<file path="src/rtl/ecc_seq_pkg.sv">
package ecc_seq_pkg;

    localparam logic [3:0] CMD_ABORT   = 4'b0000;
    localparam logic [3:0] CMD_RELEASE = 4'b0001;

    localparam logic [1:0] COPY_HDR  = 2'd0;
    localparam logic [1:0] COPY_FLG  = 2'd1;
    localparam logic [1:0] COPY_CREM = 2'd2;
    localparam logic [1:0] COPY_RES  = 2'd3;

    typedef enum logic [2:0] {
        K_NOP, K_ABORT, K_RELEASE, K_SYN, K_CRC, K_COPY, K_AUX
    } kind_e;

    typedef enum logic [3:0] {
        S_ABORT, S_IDLE, S_HDR, S_FILL, S_SYN,
        S_FLAGS, S_CREM, S_CRC, S_RES, S_AUX
    } state_e;

endpackage

</file>
<file path="src/rtl/ecc_seq_decode.sv">
module ecc_seq_decode
    import ecc_seq_pkg::*;
(
    input  logic [3:0] code,
    output kind_e      kind,
    output logic       m21
);

    always_comb begin
        unique case (code)
            4'b0000:                            kind = K_ABORT;
            4'b0001:                            kind = K_RELEASE;
            4'b0010, 4'b0011:                   kind = K_SYN;
            4'b0100, 4'b0101:                   kind = K_CRC;
            4'b0110, 4'b0111:                   kind = K_COPY;
            4'b1000, 4'b1001, 4'b1100,
            4'b1101, 4'b1110:                   kind = K_AUX;
            default:                            kind = K_NOP;
        endcase
        // odd code of each mode-dependent pair selects mode 2 form 1
        m21 = code[0] && (code[3:1] inside {3'd1, 3'd2, 3'd3});
    end

endmodule

</file>
<file path="src/rtl/ecc_seq_fill.sv">
module ecc_seq_fill #(
    parameter int ADDR_W     = 12,
    parameter int DATA_W     = 8,
    parameter int SYNC_FIRST = 1,
    parameter int SYNC_LAST  = 10,
    parameter int HEAD_LAST  = 11,
    parameter int M21_LAST   = 15,
    parameter int TAIL_FIRST = 2068,
    parameter int SECT_LAST  = 2075
) (
    input  logic              clk,
    input  logic              rst_n,
    input  logic              run,
    input  logic              m21,
    output logic [ADDR_W-1:0] addr,
    output logic [DATA_W-1:0] data,
    output logic              last
);

    localparam logic [ADDR_W-1:0] A_HEAD = ADDR_W'(HEAD_LAST);
    localparam logic [ADDR_W-1:0] A_TAIL = ADDR_W'(TAIL_FIRST);
    localparam logic [ADDR_W-1:0] A_M21  = ADDR_W'(M21_LAST);
    localparam logic [ADDR_W-1:0] A_END  = ADDR_W'(SECT_LAST);
    localparam logic [ADDR_W-1:0] A_S0   = ADDR_W'(SYNC_FIRST);
    localparam logic [ADDR_W-1:0] A_S1   = ADDR_W'(SYNC_LAST);

    always_ff @(posedge clk or negedge rst_n) begin
        if (!rst_n) begin
            addr <= '0;
        end else if (!run) begin
            addr <= '0;
        end else if (!m21 && addr == A_HEAD) begin
            addr <= A_TAIL;
        end else begin
            addr <= addr + 1'b1;
        end
    end

    always_comb begin
        data = (addr >= A_S0 && addr <= A_S1) ? {DATA_W{1'b1}} : '0;
        last = m21 ? (addr == A_M21) : (addr == A_END);
    end

    p_fill_in_sector_r5: assert property (@(posedge clk) disable iff (!rst_n)
        run |-> (m21 ? addr <= A_M21 : (addr <= A_HEAD || (addr >= A_TAIL && addr <= A_END))));

    p_fill_skip_gap_r5: assert property (@(posedge clk) disable iff (!rst_n)
        (run && !m21 && addr == A_HEAD) |=> (!run || addr == A_TAIL));

endmodule

</file>
<file path="src/rtl/ecc_seq.sv">
module ecc_seq
    import ecc_seq_pkg::*;
#(
    parameter int ADDR_W     = 12,
    parameter int TAIL_FIRST = 2068,
    parameter int SECT_LAST  = 2075
) (
    input  logic              clk,
    input  logic              rst_n,
    input  logic              cmd_valid,
    input  logic [3:0]        cmd,
    output logic              busy,
    output logic              aborted,
    output logic              buf_we,
    output logic [ADDR_W-1:0] buf_addr,
    output logic [7:0]        buf_wdata,
    output logic              sec_m21,
    output logic              syn_start,
    input  logic              syn_done,
    input  logic              syn_ps_zero,
    input  logic              syn_qs_zero,
    output logic              copy_start,
    output logic [1:0]        copy_sel,
    input  logic              copy_done,
    input  logic              copy_zero,
    output logic              crc_start,
    input  logic              crc_done,
    input  logic              crc_zero,
    output logic              aux_start,
    output logic [3:0]        aux_op,
    input  logic              aux_done,
    output logic              ps_eq0,
    output logic              qs_eq0,
    output logic              flags_eq0,
    output logic              crc_eq0
);

    state_e state_q, nxt;
    logic   kick_q;
    logic   m21_q;
    logic [3:0] op_q;
    logic   ps_l, qs_l, fl_l;
    kind_e  kind;
    logic   dm21;
    logic   fill_last;
    logic   abort_req;

    ecc_seq_decode u_dec (
        .code (cmd),
        .kind (kind),
        .m21  (dm21)
    );

    ecc_seq_fill #(
        .ADDR_W     (ADDR_W),
        .DATA_W     (8),
        .TAIL_FIRST (TAIL_FIRST),
        .SECT_LAST  (SECT_LAST)
    ) u_fill (
        .clk   (clk),
        .rst_n (rst_n),
        .run   (state_q == S_FILL),
        .m21   (m21_q),
        .addr  (buf_addr),
        .data  (buf_wdata),
        .last  (fill_last)
    );

    assign abort_req = cmd_valid && kind == K_ABORT;

    // next-state logic
    always_comb begin
        nxt = state_q;
        unique case (state_q)
            S_ABORT: if (cmd_valid && kind == K_RELEASE) nxt = S_IDLE;
            S_IDLE: begin
                if (cmd_valid) begin
                    unique case (kind)
                        K_SYN:   nxt = dm21 ? S_HDR : S_FILL;
                        K_CRC:   nxt = S_CRC;
                        K_COPY:  nxt = S_RES;
                        K_AUX:   nxt = S_AUX;
                        default: nxt = S_IDLE;
                    endcase
                end
            end
            S_HDR:   if (!kick_q && copy_done) nxt = S_FILL;
            S_FILL:  if (fill_last)            nxt = S_SYN;
            S_SYN:   if (!kick_q && syn_done)  nxt = S_FLAGS;
            S_FLAGS: if (!kick_q && copy_done) nxt = S_CREM;
            S_CREM:  if (!kick_q && copy_done) nxt = S_IDLE;
            S_CRC:   if (!kick_q && crc_done)  nxt = S_IDLE;
            S_RES:   if (!kick_q && copy_done) nxt = S_IDLE;
            S_AUX:   if (!kick_q && aux_done)  nxt = S_IDLE;
            default: nxt = S_ABORT;
        endcase
        if (abort_req) nxt = S_ABORT;
    end

    // state register
    always_ff @(posedge clk or negedge rst_n) begin
        if (!rst_n) begin
            state_q <= S_ABORT;
            kick_q  <= 1'b0;
        end else begin
            state_q <= nxt;
            kick_q  <= (nxt != state_q);
        end
    end

    // command context and status registers
    always_ff @(posedge clk or negedge rst_n) begin
        if (!rst_n) begin
            m21_q <= 1'b0; op_q <= '0;
            ps_l <= 1'b0; qs_l <= 1'b0; fl_l <= 1'b0;
            ps_eq0 <= 1'b0; qs_eq0 <= 1'b0; flags_eq0 <= 1'b0; crc_eq0 <= 1'b0;
        end else if (abort_req || state_q == S_ABORT) begin
            ps_eq0 <= 1'b0; qs_eq0 <= 1'b0; flags_eq0 <= 1'b0; crc_eq0 <= 1'b0;
        end else begin
            if (state_q == S_IDLE && nxt != S_IDLE) begin
                m21_q <= dm21;
                op_q  <= cmd;
            end
            if (state_q == S_SYN && !kick_q && syn_done) begin
                ps_l <= syn_ps_zero;
                qs_l <= syn_qs_zero;
            end
            if (state_q == S_FLAGS && !kick_q && copy_done) fl_l <= copy_zero;
            if (state_q == S_CREM && !kick_q && copy_done) begin
                ps_eq0    <= ps_l;
                qs_eq0    <= qs_l;
                flags_eq0 <= fl_l;
            end
            if (state_q == S_CRC && !kick_q && crc_done) crc_eq0 <= crc_zero;
        end
    end

    // outputs
    always_comb begin
        busy       = !(state_q inside {S_ABORT, S_IDLE});
        aborted    = (state_q == S_ABORT);
        buf_we     = (state_q == S_FILL);
        sec_m21    = m21_q;
        aux_op     = op_q;
        syn_start  = kick_q && state_q == S_SYN;
        crc_start  = kick_q && state_q == S_CRC;
        aux_start  = kick_q && state_q == S_AUX;
        copy_start = kick_q && (state_q inside {S_HDR, S_FLAGS, S_CREM, S_RES});
        unique case (state_q)
            S_FLAGS: copy_sel = COPY_FLG;
            S_CREM:  copy_sel = COPY_CREM;
            S_RES:   copy_sel = COPY_RES;
            default: copy_sel = COPY_HDR;
        endcase
    end

    p_abort_clears_r3: assert property (@(posedge clk) disable iff (!rst_n)
        aborted |-> !(ps_eq0 || qs_eq0 || flags_eq0 || crc_eq0));

    p_abort_silences_r4: assert property (@(posedge clk) disable iff (!rst_n)
        (cmd_valid && cmd == CMD_ABORT) |=>
        (aborted && !buf_we && !syn_start && !crc_start && !copy_start && !aux_start));

    p_single_start_r7: assert property (@(posedge clk) disable iff (!rst_n)
        $onehot0({syn_start, crc_start, copy_start, aux_start}));

    p_status_at_end_r8: assert property (@(posedge clk) disable iff (!rst_n)
        !$stable({ps_eq0, qs_eq0, flags_eq0}) |-> ($fell(busy) || aborted));

    p_ignore_busy_r10: assert property (@(posedge clk) disable iff (!rst_n)
        (busy && cmd_valid && cmd != CMD_ABORT) |=> $stable(aux_op));

    p_nop_idle_r11: assert property (@(posedge clk) disable iff (!rst_n)
        (!busy && !aborted && cmd_valid && cmd inside {4'b1010, 4'b1011, 4'b1111})
        |=> (!busy && $stable({ps_eq0, qs_eq0, flags_eq0, crc_eq0})));

endmodule

</file>
<file path="config.mk">
export PLATFORM = sky130hd
export DESIGN_NAME = ecc_seq
export DESIGN_NICKNAME = d
export VERILOG_FILES = /design/src/rtl/ecc_seq_pkg.sv /design/src/rtl/ecc_seq_decode.sv /design/src/rtl/ecc_seq_fill.sv /design/src/rtl/ecc_seq.sv
export SDC_FILE = /design/constraint.sdc
export NUM_CORES = 1
export LEC_CHECK = 0
export BUFFER_PORTS_ARGS = -buffer_cell sky130_fd_sc_hd__buf_4
export CORE_UTILIZATION = 56
export CTS_CLUSTER_SIZE = 20
export DETAILED_ROUTE_END_ITERATION = 8
export GPL_ROUTABILITY_DRIVEN = 0
export PLACE_DENSITY = 0.85
export SETUP_SLACK_MARGIN = 0.5
export SLEW_MARGIN = 0
export SYNTH_ARGS = -nofsm -noshare
export SYNTH_HDL_FRONTEND = slang
export SYNTH_SLANG_ARGS = --single-unit
</file>
<file path="constraint.sdc">
create_clock -name clk -period 3.5 [get_ports clk]
set_clock_uncertainty 0.1 [all_clocks]
set_input_delay 0.175 -clock clk [delete_from_list [all_inputs] [get_ports clk]]
set_output_delay 0.175 -clock clk [all_outputs]
set_load 0.03 [all_outputs]
</file>
### After elaboration in Yosys (flattened, before gate mapping)

Memory sizes are Yosys's and may differ from the RTL's.
Cells that the tools add are included.

| storage, ports and cells | value |
|---|---|
| register bits after elaboration | 29 |
| memory bits (read-only) | 48 |
| bits of input ports | 15 |
| output and inout port bits | 38 |
| logic and storage cells | 102 |
| memories | 1 |

| cells by class | value |
|---|---|
| $add $sub $neg | 1 |
| $lt $le $gt $ge | 2 |
| equal/unequal tests | 23 |
| muxes and demuxes | 26 |
| bitwise gates (word level) | 1 |
| reductions and logical operators | 36 |

Memory list:

| name | words | width | read ports | clocked after memory_dff | wr ports | RTL line | RTL |
|---|---|---|---|---|---|---|---|
| (name not given) | 16 | 3 | 1 | 0 | 0 | ecc_seq_decode.sv:10 | `unique case (code)` |

Operator list:

| operator | number |
|---|---|
| 4-bit two-way mux | 10 |
| 4-bit one-hot mux with 9 select lines | 1 |
| 12-bit by 4-bit == test with 1-bit output, second input constant | 2 |
| 12-bit two-way mux | 2 |
| 1-bit logical AND | 22 |
| 4-bit by 3-bit == test with 1-bit output, second input constant | 4 |
| 4-bit one-hot mux with 4 select lines | 1 |
| 12-bit by 1-bit adder with 12-bit output, second input constant | 1 |
| 12-bit == test, second input constant | 1 |
| 3-bit by 2-bit == test with 1-bit output, second input constant | 4 |
| 12-bit by 1-bit greater-or-equal comparator with 1-bit output, second input constant | 1 |
| 12-bit by 4-bit <= comparator with 1-bit output, second input constant | 1 |
| 1-bit two-way mux | 10 |
| 3-bit == test, second input constant | 3 |
| 4-bit by 2-bit == test with 1-bit output, second input constant | 2 |
| 4-bit == test, second input constant | 2 |
| 8-bit two-way mux | 1 |
| 3-bit by 1-bit == test with 1-bit output, second input constant | 2 |
| 2-bit one-hot mux with 3 select lines | 1 |
| 2-bit AND reduction | 3 |
| 2-bit nonzero test | 3 |
| 4-bit by 1-bit == test with 1-bit output, second input constant | 1 |
| 4-bit logical NOT | 1 |
| 4-bit by 1-bit inequality test with 1-bit output, second input constant | 1 |
| other kinds (7) | 9 |

### Depth between registers and ports, before layout

Gate-level depths: netlist (run 1).

| depth | value |
|---|---|
| depth in word-level cells | 11 |
| gate-level depth with buffers | 8 |

### Hierarchy

From an unflattened synthesis (run 1), not the netlist that was laid out.

| second synthesis, totals | value |
|---|---|
| cell total of the unflattened synthesis | 228 |
| area, all modules | 2,021.9 um^2 |

Modules (own cells, without submodules):

| module | instances | cells an instance | area each (um^2) | seq. area each (um^2) |
|---|---|---|---|---|
| ecc_seq | 1 | 130 | 1,172.4 | 425.4 |
| ecc_seq_fill | 1 | 85 | 787.0 | 300.3 |
| ecc_seq_decode | 1 | 13 | 62.6 | 0.0 |

### Least setup slack after synthesis (run 1)

Ideal clock, no wire load.

| timing | value |
|---|---|
| kind | register to register |
| start point | register state_q[0] |
| end point | register fl_l |
| library setup time | 0.125 ns |
| arrival time | 2.490 ns |
| setup slack | 0.786 ns |
| stages on the path, launching flop included | 8 |
| path buffers | 2 |
| clock period less this slack | 2.714 ns |
| cell sequence | dfrtp_1 -> buf_2 -> nor4_1 -> or2_2 -> clkbuf_1 -> inv_1 -> nand4_1 -> mux2_2 |

| between the ends | value |
|---|---|
| longest elaborated chain between the ends | 4 |

RTL lines:

| element | RTL line | RTL |
|---|---|---|
| start: declaration | ecc_seq.sv:38 | `state_e state_q, nxt;` |
| start signal: assignment | ecc_seq.sv:106 | `state_q <= nxt;` |
| 4-bit logical NOT | - |  |
| via aborted | ecc_seq.sv:13 | `output logic aborted,` |
| 1-bit logical OR | ecc_seq.sv:117 | `end else if (abort_req \|\| state_q == S_ABORT) begin` |
| 1-bit inverter (no line) | - |  |
| 2-bit AND reduction (no line) | - |  |
| end signal: assignment | ecc_seq.sv:128 | `if (state_q == S_FLAGS && !kick_q && copy_done) fl_l <= copy_zero;` |
| end: declaration | ecc_seq.sv:42 | `logic ps_l, qs_l, fl_l;` |

The timed path passes the listed nets, and every way through them passes these cells.
A chain may end at the register's enable or synchronous reset.

### Final worst setup path (run 1)

| timing | value |
|---|---|
| start point | register state_q[0] |
| end point | register op_q[2], in the netlist aux_op[2] |

| between the ends | value |
|---|---|
| longest elaborated chain between the ends | 7 |

RTL lines:

| element | RTL line | RTL |
|---|---|---|
| 4-bit by 3-bit == test with 1-bit output / 4-bit == test (equally long branches) | ecc_seq.sv:74 | `unique case (state_q)` |
| 2-bit OR reduction (no line) | - |  |
| 4-bit one-hot mux with 9 select lines * | ecc_seq.sv:74 |  |
| 4-bit two-way mux * | ecc_seq.sv:97 | `if (abort_req) nxt = S_ABORT;` |
| via nxt[0] | ecc_seq.sv:38 |  |
| 4-bit by 1-bit inequality test with 1-bit output * | ecc_seq.sv:120 | `if (state_q == S_IDLE && nxt != S_IDLE) begin` |
| 1-bit logical AND * | ecc_seq.sv:120 |  |
| 2-bit AND reduction (no line) * | - |  |
| end signal: assignment | ecc_seq.sv:122 | `op_q <= cmd;` |
| end: declaration | ecc_seq.sv:41 | `logic [3:0] op_q;` |

Mark *: on every way through the listed nets, which the timed path passes. The rest lies on a longest branch.

==> results by group, run 1 <==
CTS
  • Clk root buf: clkbuf_4
  • CTS H-tree lvls: 2
  • CTS tree: built
  • Resized cells post-CTS: 0
  • Clk sinks: 29
  • Reg clk slew, reported paths: 100 ps
  • CTS Buf Count: 5
  • Worst skew pair latency: 330 ps
  • Maximum root-to-sink buffer count: 2

Timing
  • Final setup margin: 998 ps
  • Worst hold slack: 40.8 ps
  • Setup_tns: 0 ps
  • Fmax: 0.400 GHz
  • RSZ-0062 raised after global routing: false
  • Period utilization: 0.715
  • Fin crit period: 2500 ps
  • Final Hold Fails: 0
  • Worst slew margin: 0.607
  • Final setup fails: 0
  • Worst Tran Pin Value: 589 ps
  • Pins over their slew limit: 0

Worst setup path
  • CP top delay family: compound AO/OA/AOI/OAI gates
  • Crit path largest cell delay: 670 ps
  • Worst path slowest cell: dfrtp_1
  • CP Cell Sequence: nor2b_1 > o21ai_0 > a221oi_1 > o31a_1 > a21oi_1 > a22o_1
  • CP Launch Type: flip-flop
  • WP buf/inv: 0
  • Max Fanout on Critical Path: 17
  • Crit path DAT: 2630 ps
  • Req. time, crit path: 3630 ps
  • CP Capture Type: flip-flop
  • Kind of critical path: reg2reg

Cells and area
  • Share of layout cells above drive strength 1: 0.285
  • Finished Cell Area: 2390 um2
  • Final core occ: 0.758
  • Ant. Diodes: 0
  • Final cell count without fillers: 307
  • Nets: 281
  • Syn-to-layout area delta: 24.8%
  • Most flops, register: u_fill.addr
  • Max reg flops: 12

Placement
  • Dpl cells: 294
  • IO Port Bufs: 52
  • Pre-CTS setup slack: 1030 ps
  • Post-DP HPWL: 3130 um
  • Placement Cell Area: 2250 um2

Floorplanning
  • Ports: 53
  • Row count: 20
  • Die X: 60.5 um
  • Die area: 3660 um2
  • Core ar.: 3150 um2
  • Die span in y: 60.5 um
  • Initial Util: 0.608

Yosys
  • Synth unique cells: 53
  • Syn. warnings: 0
  • Syn Area/Cell: 8.87 um2
  • Post-synthesis net count: 235
  • Area leader, netlist: dfrtp_1
  • Ranking of synthesized cells by area: dfrtp_1, nor2_1, a21oi_1
  • Synth top area share: 0.379
  • Syn Inst Count: 216
  • Mapped Area: 1920 um2
  • Seq cells post-synth: 29
  • Most instantiated cells after synthesis: nor2_1, dfrtp_1, nand2_1
  • Sequential-to-total area share from yosys stat: 0.379
  • Leading register cell type out of synthesis: dfrtp_1
  • FFs w/ async S/R, synth: 1.00
  • Top-count cell post-synth: nor2_1
  • EDFF count, synth: 0

Routing
  • First-pass DRT Iterations: 4
  • Routed Antenna Nets: 0
  • Vias per inst: 5.66
  • Post-route DRC: 0
  • DRT iter0 DRCs: 118
  • DR WL/cell: 14.3 um
  • Via count: 1738
  • Post-Route WL: 4390 um

Job
  • Maxcap violations: 0

Global routing
  • First-pass GRT wire length: 7120 um
  • Largest net degree at the start of global routing: 30
  • All-Layer GR Usage: 0.266
  • Initial antenna violation count: 0
  • Grt total ovfl: 0
  • Number of global-route vias before repair: 1550

Power
  • Leak pwr: 1.10 nW
  • Power, Total: 2.10 mW
  • Worst VDD drop: 0.700 mV
  • Power per cell area: 878 nW/um2

Worst hold path
  • Worst Hold Class: in2reg

Status
  • Status: finished, final reports clean
-- repair_timing --
action,4_1_cts,5_1_grt
endpoints found under the setup margin,0,0
buffers inserted,0,0
endpoints found under the hold margin,33,0
hold buffers,5,0
-- cell type report --
class,instances,area [um2]
Multi-Input combinational cell,161,1050
Fill cell,251,763
Sequential cell,29,726
Timing Repair Buffer,58,448
Clock buffer,7,55.1
Tap cell,44,55.1
Clock inverter,1,30.0
Inverter,7,26.3
-- kinds of logic after synthesis --
group	Yosys count	share of synthesized area
AO/OA/AOI/OAI	42	0.154
flip-flops	29	0.379
XOR/XNOR	11	0.0503
AND/OR/NAND/NOR	98	0.284
multiplexers	6	0.0333
buffers and inverters	26	0.0731
adder cells (fa/ha/maj)	4	0.0261
-- cells in the final DEF (no fill, tap or decap), types with 5 or more instances in the layout --
master and instances:
buf_4 53, xnor2_1 5, a21oi_1 14, nor2b_1 6
dfrtp_1 29, nand3_1 6, xor2_1 6, nor2_1 30
dlygate4sd3_1 5, clkbuf_4 5, nand4_1 5, inv_1 6
nand2_1 17, a22o_1 5
-- worst reg2reg max path: cells and delay by family (launching register included) --
kind,cells,cell delay (ps)
AO/OA/AOI/OAI,5,1200
AND/OR/NAND/NOR,1,420
flip-flops,1,670
-- routing by layer --
metal,GRT usage,vias to the layer above,part of all wire
met5,0,-,0
met4,0.110,0,0.014
met3,0.0512,8,0.040
met2,0.389,57,0.46
met1,0.387,818,0.48
li1,-,855,-
-- power breakdown --
group | switching, mW | internal, mW
logic | 0.746 | 0.487
registers | 0.161 | 0.413
clock network | 0.120 | 0.170
-- final timing paths --
check / from / end / slack (ps) / cells after the start
max: state_q[0]$_DFF_PN0_ / aux_op[2]$_DFFE_PN0P_ / 1000 / 6
min: cmd[3] / aux_op[3]$_DFFE_PN0P_ / 40 / 2
max reg2reg: state_q[0]$_DFF_PN0_ / aux_op[2]$_DFFE_PN0P_ / 1000 / 6
min reg2reg: ps_l$_DFFE_PN0P_ / ps_l$_DFFE_PN0P_ / 420 / 1
max in group asynchronous: rst_n / u_fill.addr[3]$_DFF_PN0_ / 2800 / 2
min in group asynchronous: rst_n / u_fill.addr[5]$_DFF_PN0_ / 230 / 2
Note: power is estimated with default switching activity, not from simulation.
==> run 2: changes to the inputs <==
ABC_AREA = 1   (was unset)
CORE_UTILIZATION = 53   (was 56)
PLACE_DENSITY = 0.8   (was 0.85)
clock period = 2.4 ns   (was 3.5 ns; I/O delays follow)
==> results by group, run 2 <==
Status
  • Status: complete, but fails checks
  • Failing checks: hold timing

CTS
  • Reg clk slew, reported paths: 70 ps (-30 ps)
  • CTS tree: built
  • CTS Buf Count: 5 (unchanged)
  • Worst skew pair latency: 280 ps (-50 ps)
  • Clk root buf: clkbuf_8
  • CTS H-tree lvls: 2 (unchanged)
  • Clk sinks: 29 (unchanged)
  • Maximum root-to-sink buffer count: 2 (unchanged)

Timing
  • Worst Tran Pin Value: 403 ps (-186 ps)
  • Final Hold Fails: 1 (+1)
  • Final setup fails: 0 (unchanged)
  • Pins over their slew limit: 0 (unchanged)
  • Fmax: 0.507 GHz
  • Period utilization: 0.821
  • Fin crit period: 1970 ps
  • Setup_tns: 0 ps (unchanged)
  • Worst slew margin: 0.729 (+0.121)
  • RSZ-0062 raised after global routing: true
  • Final setup margin: 428 ps (-570 ps)
  • Worst hold slack: -2.91 ps (-43.7 ps)

Yosys
  • Multiplexer area fraction after synthesis: 0.0171 (-0.0162)
  • Main combinational cell family by area after synthesis: simple AND/OR/NAND/NOR gates
  • Syn Inst Count: 271 (+25%)
  • Mapped Area: 1970 um2 (+3.0%)
  • Synth Area in XOR/XNOR: 0.0222 (-0.0281)
  • Syn. warnings: 0 (unchanged)
  • Synth top area share: 0.368 (-0.0111)
  • Synth unique cells: 32 (-40%)
  • Top-count cell post-synth: nand2_1
  • Post-synthesis net count: 290 (+23%)
  • Leading register cell type out of synthesis: dfrtp_1
  • Most instantiated cells after synthesis: nand2_1, nor2_1, dfrtp_1
  • EDFF count, synth: 0 (unchanged)
  • Area leader, netlist: dfrtp_1
  • Syn Area/Cell: 7.28 um2 (-18%)
  • Area share of fa/ha/maj cells after synthesis: 0.0254 (-0.000762)
  • Post-synthesis compound-gate area fraction: 0.0736 (-0.0806)
  • Simple-gate portion of the synthesized area: 0.408 (+0.124)
  • Sequential-to-total area share from yosys stat: 0.368 (-0.0111)
  • Seq cells post-synth: 29 (unchanged)
  • FFs w/ async S/R, synth: 1.00 (unchanged)
  • Ranking of synthesized cells by area: dfrtp_1, nand2_1, nor2_1

Global routing
  • First-pass GRT wire length: 8260 um (+16%)
  • Largest net degree at the start of global routing: 30 (unchanged)
  • GR Util met3: 0.0474 (-0.00373)
  • Met1 GRT Util: 0.339 (-0.0476)
  • GRT busiest layer: met2
  • All-Layer GR Usage: 0.263 (-0.00290)
  • Initial antenna violation count: 0 (unchanged)
  • Number of global-route vias before repair: 1890 (+22%)
  • Grt met2 use: 0.452 (+0.0623)
  • Grt total ovfl: 0 (unchanged)

Cells and area
  • Most flops, register: u_fill.addr
  • Ant. Diodes: 0 (unchanged)
  • Syn-to-layout area delta: 45.1%
  • Most frequent cells in the layout: nand2_1, buf_4, nor2_1, dfrtp_1, inv_1
  • Final core occ: 0.832 (+0.0741)
  • # fillers: 228 (-9.2%)
  • Max reg flops: 12 (unchanged)
  • Final cell count without fillers: 386 (+26%)
  • Nets: 358 (+27%)
  • Commonest non-fill, non-tap cell in the layout: nand2_1
  • Storage element area: 736 um2 (+1.4%)
  • Share of layout cells above drive strength 1: 0.441 (+0.156)
  • Footprint of the multi-input gates: 1270 um2 (+21%)

Routing
  • Vias per inst: 5.59 (-1.2%)
  • DRT iter0 DRCs: 230 (+95%)
  • Post-Route WL: 5880 um (+34%)
  • Post-route DRC: 0 (unchanged)
  • DR WL/cell: 15.2 um (+6.5%)
  • Via count: 2158 (+24%)
  • Routed Antenna Nets: 0 (unchanged)
  • First-pass DRT Iterations: 5 (+1)

Floorplanning
  • Core ar.: 3440 um2 (+9.2%)
  • Ports: 53 (unchanged)
  • Initial Util: 0.573 (-0.0343)
  • Die span in y: 63.0 um (+4.2%)
  • Die area: 3970 um2 (+8.5%)
  • Row count: 21 (+5.0%)
  • Die X: 63.0 um (+4.2%)

Worst hold path
  • Worst Hold Launch: crc_zero
  • Worst Hold Class: in2reg

Placement
  • Dpl cells: 362 (+23%)
  • Pre-CTS setup slack: 464 ps (-570 ps)
  • Post-DP HPWL: 3660 um (+17%)
  • IO Port Bufs: 52 (unchanged)

Job
  • Maxcap violations: 0 (unchanged)

Worst setup path
  • Req. time, crit path: 2180 ps (-1450 ps)
  • Max Fanout on Critical Path: 8 (-9)
  • Critical R2R Launch: u_fill.addr[0]$_DFF_PN0_
  • CP Launch Type: flip-flop
  • Crit path DAT: 1750 ps (-880 ps)
  • Kind of critical path: reg2out
  • CP Capture Type: output pin
  • Crit. Startpoint: u_fill.addr[1]$_DFF_PN0_

Power
  • Worst VDD drop: 0.949 mV (+36%)
  • Power, Total: 3.27 mW (+56%)
  • Leak pwr: 1.45 nW (+31%)
  • Power per cell area: 1140 nW/um2 (+30%)
-- run 2: kinds of logic (layout without fill, tap and decap cells) --
family / Yosys count / count (layout)
AOI/OAI and AO/OA: 23 / 23
and+or+nand+nor: 169 / 169
xor gates and xnor gates: 5 / 5
adders and majority gates: 4 / 4
DFF: 29 / 29
muxes: 3 / 3
buffers and inverters: 38 / 107
-- run 2: through the flow --
stage,hold WS (ps),cell area [um2]
detailed placement,-36.7,2390
global placement,-37.3,2390
floorplan,-276,1990
CTS,1.58,2570
global route,24.3,2860
finish,-2.91,2860
-- run 2: per-layer routing --
metal,vias up,share of wire
li1,996,-
met1,1014,0.42
met2,138,0.49
met3,10,0.081
met4,0,0.012
met5,-,0
-- run 2: report_power, final --
group	switching (mW)	internal, mW
Sequential	0.132	0.595
Combinational	1.32	0.775
Clock	0.190	0.259
Total	1.64	1.63
-- run 2: cell type report --
class	instances	share of cell area
Tap cell	46	0.0201
Clock buffer	7	0.0336
Sequential cell	29	0.257
Timing Repair Buffer	68	0.197
Inverter	31	0.0450
Multi-Input combinational cell	204	0.445
Clock inverter	1	0.00175
-- run 2: worst max-delay path: stages (launching register included) --
cell,delay (ps)
dfrtp_2,400
buf_6,140
inv_4,50
ha_4,150
nor3b_4,150
a221oi_4,260
buf_6,190
buf_6,140
-- run 2: path summary, 6_finish.rpt --
| path | to | slack [ps] | cells past startpoint |
|---|---|---|---|
| setup / recovery | buf_wdata[5] | 430 | 7 |
| max in group asynchronous | u_fill.addr[3]$_DFF_PN0_ | 1700 | 2 |
| hold / removal | crc_eq0$_DFFE_PN0P_ | -3 | 3 |
| hold reg to reg | aux_op[1]$_DFFE_PN0P_ | 390 | 2 |
| setup reg to reg | aux_op[0]$_DFFE_PN0P_ | 470 | 13 |
| min in group asynchronous | u_fill.addr[6]$_DFF_PN0_ | 210 | 2 |
-- run 2: repair_timing --
action	CTS	global route
endpoints found under the setup margin	13	17
gates resized for setup	8	62
pin swaps	2	17
buffers inserted	2	10
hold buffers	4	0
cloned	0	0
hold endpoints to repair	32	0
==> run 3: changes to the inputs <==
clock period = 2.02 ns   (was 2.4 ns; I/O delays follow)
==> results by group, run 3 <==
Yosys
  • Top-count cell post-synth: nand2_1
  • Sequential-to-total area share from yosys stat: 0.368 (unchanged)
  • Synth unique cells: 32 (unchanged)
  • Area leader, netlist: dfrtp_1
  • Leading register cell type out of synthesis: dfrtp_1
  • Simple-gate portion of the synthesized area: 0.408 (unchanged)
  • Main combinational cell family by area after synthesis: simple AND/OR/NAND/NOR gates
  • EDFF count, synth: 0 (unchanged)
  • Multiplexer area fraction after synthesis: 0.0171 (unchanged)
  • Seq cells post-synth: 29 (unchanged)
  • Syn Area/Cell: 7.28 um2 (unchanged)
  • FFs w/ async S/R, synth: 1.00 (unchanged)
  • Syn. warnings: 0 (unchanged)
  • Area share of fa/ha/maj cells after synthesis: 0.0254 (unchanged)
  • Synth Area in XOR/XNOR: 0.0222 (unchanged)
  • Mapped Area: 1970 um2 (unchanged)
  • Syn Inst Count: 271 (unchanged)
  • Ranking of synthesized cells by area: dfrtp_1, nand2_1, nor2_1
  • Synth top area share: 0.368 (unchanged)
  • Most instantiated cells after synthesis: nand2_1, nor2_1, dfrtp_1
  • Post-synthesis net count: 290 (unchanged)
  • Post-synthesis compound-gate area fraction: 0.0736 (unchanged)

Timing
  • Worst setup endpoint GRT: buf_wdata[1]
  • Worst ep type: output port

CTS
  • Maximum root-to-sink buffer count: 2 (unchanged)
  • Clk sinks: 29 (unchanged)
  • Clk root buf: clkbuf_8
  • CTS Buf Count: 5 (unchanged)
  • CTS H-tree lvls: 2 (unchanged)

Status
  • Status: did not finish
  • Stop err: [ERROR DPL-0033] detailed placement checks failed during check placement.
  • Failed at: global routing (5_1_grt)

Floorplanning
  • Ports: 53 (unchanged)
  • Row count: 21 (unchanged)
  • Die span in y: 63.0 um (unchanged)
  • Initial Util: 0.573 (unchanged)
  • Die X: 63.0 um (unchanged)

Global routing
  • Largest net degree at the start of global routing: 30
  • Initial antenna violation count: 1

Placement
  • Placement Cell Area: 2470 um2 (+3.6%)
  • IO Port Bufs: 52 (unchanged)
  • Post-DP HPWL: 3710 um (+1.2%)
## run 3: cell counts after synthesis
No cell type changed its count.
## run 3: what timing repair did
action / CTS
cloned: 0
hold endpoints to repair: 37
endpoints found under the setup margin: 35
buffers inserted: 23
hold buffers: 9
pin swaps: 18
resized for setup: 57
## run 3: cells by family after synthesis
logic type / Yosys count
and+or+nand+nor: 169
buffers and inverters: 38
DFF: 29
AOI/OAI and AO/OA: 23
xor gates and xnor gates: 5
adders and majority gates: 4
muxes: 3
## run 3: metrics by stage
stage               cells  hold WS, ps  setup WS (ps)
floorplan             271         -295            144
detailed placement    364        -57.1            106
CTS                   404          123            145
global placement      364        -53.4            170
==> run 4: changes to the inputs <==
CORE_UTILIZATION = 40   (was 53)
CTS_CLUSTER_SIZE = unset   (was 20)
PLACE_DENSITY = unset   (was 0.8)
PLACE_DENSITY_LB_ADDON = 0.15   (was unset)
SETUP_SLACK_MARGIN = unset   (was 0.5)
==> results by group, run 4 (synthesis gave the netlist of run 2 again) <==
Global routing
  • Largest net degree at the start of global routing: 30
  • Initial antenna violation count: 0
  • All-Layer GR Usage: 0.186
  • Grt total ovfl: 0
  • Number of global-route vias before repair: 1663
  • First-pass GRT wire length: 7600 um

Power
  • Worst VDD drop: 0.923 mV
  • Leak pwr: 1.38 nW
  • Internal: 1.75 mW
  • Flop pwr share: 0.240
  • Combinational Power Share: 0.622
  • Power, Total: 3.42 mW
  • Switch Pwr: 1.68 mW
  • Switching share of power: 0.489
  • Clock power frac: 0.138
  • Power per cell area: 1290 nW/um2

Floorplanning
  • Ports: 53 (unchanged)
  • Initial Util: 0.418 (-0.155)
  • Core ar.: 4720 um2
  • Die span in y: 72.2 um (+15%)
  • Row count: 25 (+19%)
  • Die X: 72.2 um (+15%)
  • Die area: 5220 um2

Routing
  • DRT iter0 DRCs: 91
  • Post-route DRC: 0
  • Vias per inst: 4.68
  • First-pass DRT Iterations: 4
  • Post-Route WL: 4680 um
  • Routed Antenna Nets: 0
  • Via count: 1881
  • DR WL/cell: 11.6 um

Timing
  • Worst Tran Pin Value: 377 ps
  • Worst slew margin: 0.747
  • Fmax: 0.510 GHz
  • Setup_tns: 0 ps
  • Fin crit period: 1960 ps
  • Period utilization: 0.971
  • Final setup fails: 0
  • Final Hold Fails: 0
  • Pins over their slew limit: 0

Worst setup path
  • Kind of critical path: reg2out
  • Worst-case reg-to-reg path depth: 12
  • Req. time, crit path: 1820 ps
  • Crit path DAT: 1760 ps
  • Worst path slowest cell: dfrtp_2
  • CP Cell Sequence: inv_1 > ha_1 > nor3b_2 > a221oi_4 > buf_12 > buf_4
  • CP Launch Type: flip-flop
  • R2R Setup Slk: 150 ps
  • Max Fanout on Critical Path: 8
  • Critical R2R Launch: state_q[1]$_DFF_PN0_
  • CP Capture Type: output pin
  • FF-to-FF End: aux_op[2]$_DFFE_PN0P_
  • WP buf/inv: 3
  • Crit path largest cell delay: 440 ps
  • CP top delay family: flip-flops

Cells and area
  • Nets: 354
  • Ant. Diodes: 0
  • Final cell count without fillers: 402
  • # fillers: 467
  • Commonest non-fill, non-tap cell in the layout: nand2_1
  • Finished Cell Area: 2660 um2
  • Most frequent cells in the layout: nand2_1, buf_4, nor2_1, dfrtp_1, inv_1
  • Syn-to-layout area delta: 34.9%
  • Max reg flops: 12
  • Share of layout cells above drive strength 1: 0.334
  • Most flops, register: u_fill.addr

Placement
  • Dpl cells: 385 (+5.8%)
  • Placement Cell Area: 2430 um2 (-1.9%)
  • IO Port Bufs: 52 (unchanged)
  • Post-DP HPWL: 3600 um (-3.1%)

Status
  • Status: finished, final reports clean

CTS
  • Worst skew pair latency: 270 ps
  • CTS Buf Count: 5 (unchanged)
  • Clk root buf: clkbuf_8
  • Clk sinks: 29 (unchanged)
  • CTS H-tree lvls: 2 (unchanged)
  • CTS tree: built
  • Maximum root-to-sink buffer count: 2 (unchanged)
  • Reg clk slew, reported paths: 60 ps

Worst hold path
  • Worst Hold Class: in2reg
  • Cell count of the worst hold path: 3
  • Worst Hold Launch: cmd[3]
  • Worst Hold Path EP: aux_op[3]$_DFFE_PN0P_

Job
  • Maxcap violations: 0
-- run 4: power by group through the flow --
stage / clock [mW] / sequential (mW) / combinational [mW]
floorplan: 0 / 0.912 / 1.44
global placement: 0 / 0.830 / 2.01
detailed placement: 0 / 0.828 / 2.02
CTS: 0.495 / 0.818 / 2.04
global route: 0.517 / 0.843 / 2.32
finish: 0.472 / 0.822 / 2.13
-- run 4: layout make-up --
| class | instances | area (um2) | share of cell area |
|---|---|---|---|
| multi-input combinational | 204 | 1130 | 0.424 |
| timing repair buffer | 64 | 518 | 0.195 |
| clock buffer | 7 | 86.3 | 0.0324 |
| inverter | 31 | 116 | 0.0437 |
| tap | 67 | 83.8 | 0.0315 |
| sequential | 29 | 728 | 0.274 |
-- run 4: per-layer routing --
| metal | GRT usage | vias up | share of wire |
|---|---|---|---|
| met4 | 0.0523 | 0 | 0.0090 |
| met5 | 0 | - | 0 |
| met3 | 0.0375 | 5 | 0.051 |
| met1 | 0.262 | 844 | 0.49 |
| li1 | - | 988 | - |
| met2 | 0.290 | 44 | 0.45 |
-- run 4: what timing repair did --
action	CTS	global route
hold endpoints to repair	35	0
setup buffers	0	3
resized for setup	0	12
hold buffers	7	0
endpoints found under the setup margin	0	13
-- run 4: worst register-to-register path: stages (launching register included) --
cell,delay (ps)
dfrtp_1,460
inv_2,140
nand2_1,120
nor2_2,190
nand2_1,80
nand2_1,70
inv_1,40
nand2_2,70
nor2_4,50
a21boi_2,180
nand3_4,110
nand3_1,100
nand2_1,60
-- run 4: worst max path at each step --
stage                                  start               endpoint  slack [ps]  cells after the start
finish              u_fill.addr[0]$_DFF_PN0_           buf_wdata[1]          60                      6
global route        u_fill.addr[0]$_DFF_PN0_           buf_wdata[1]         -20                      6
CTS                 u_fill.addr[0]$_DFF_PN0_           buf_wdata[2]          10                      5
detailed placement  u_fill.addr[1]$_DFF_PN0_  aux_op[3]$_DFFE_PN0P_         110                     13
global placement    u_fill.addr[1]$_DFF_PN0_  aux_op[0]$_DFFE_PN0P_         100                     13
floorplan           u_fill.addr[1]$_DFF_PN0_           buf_wdata[1]          10                      5
-- run 4: stage by stage --
| stage | utilization | hold WS, ps | worst slack [ps] |
|---|---|---|---|
| floorplan | - | -295 | 11.1 |
| global placement | 0.514 | -42.0 | 96.3 |
| detailed placement | 0.514 | -44.5 | 113 |
| CTS | 0.547 | 17.0 | 14.6 |
| global route | 0.563 | 43.8 | -22.7 |
| finish | 0.563 | 25.5 | 57.8 |
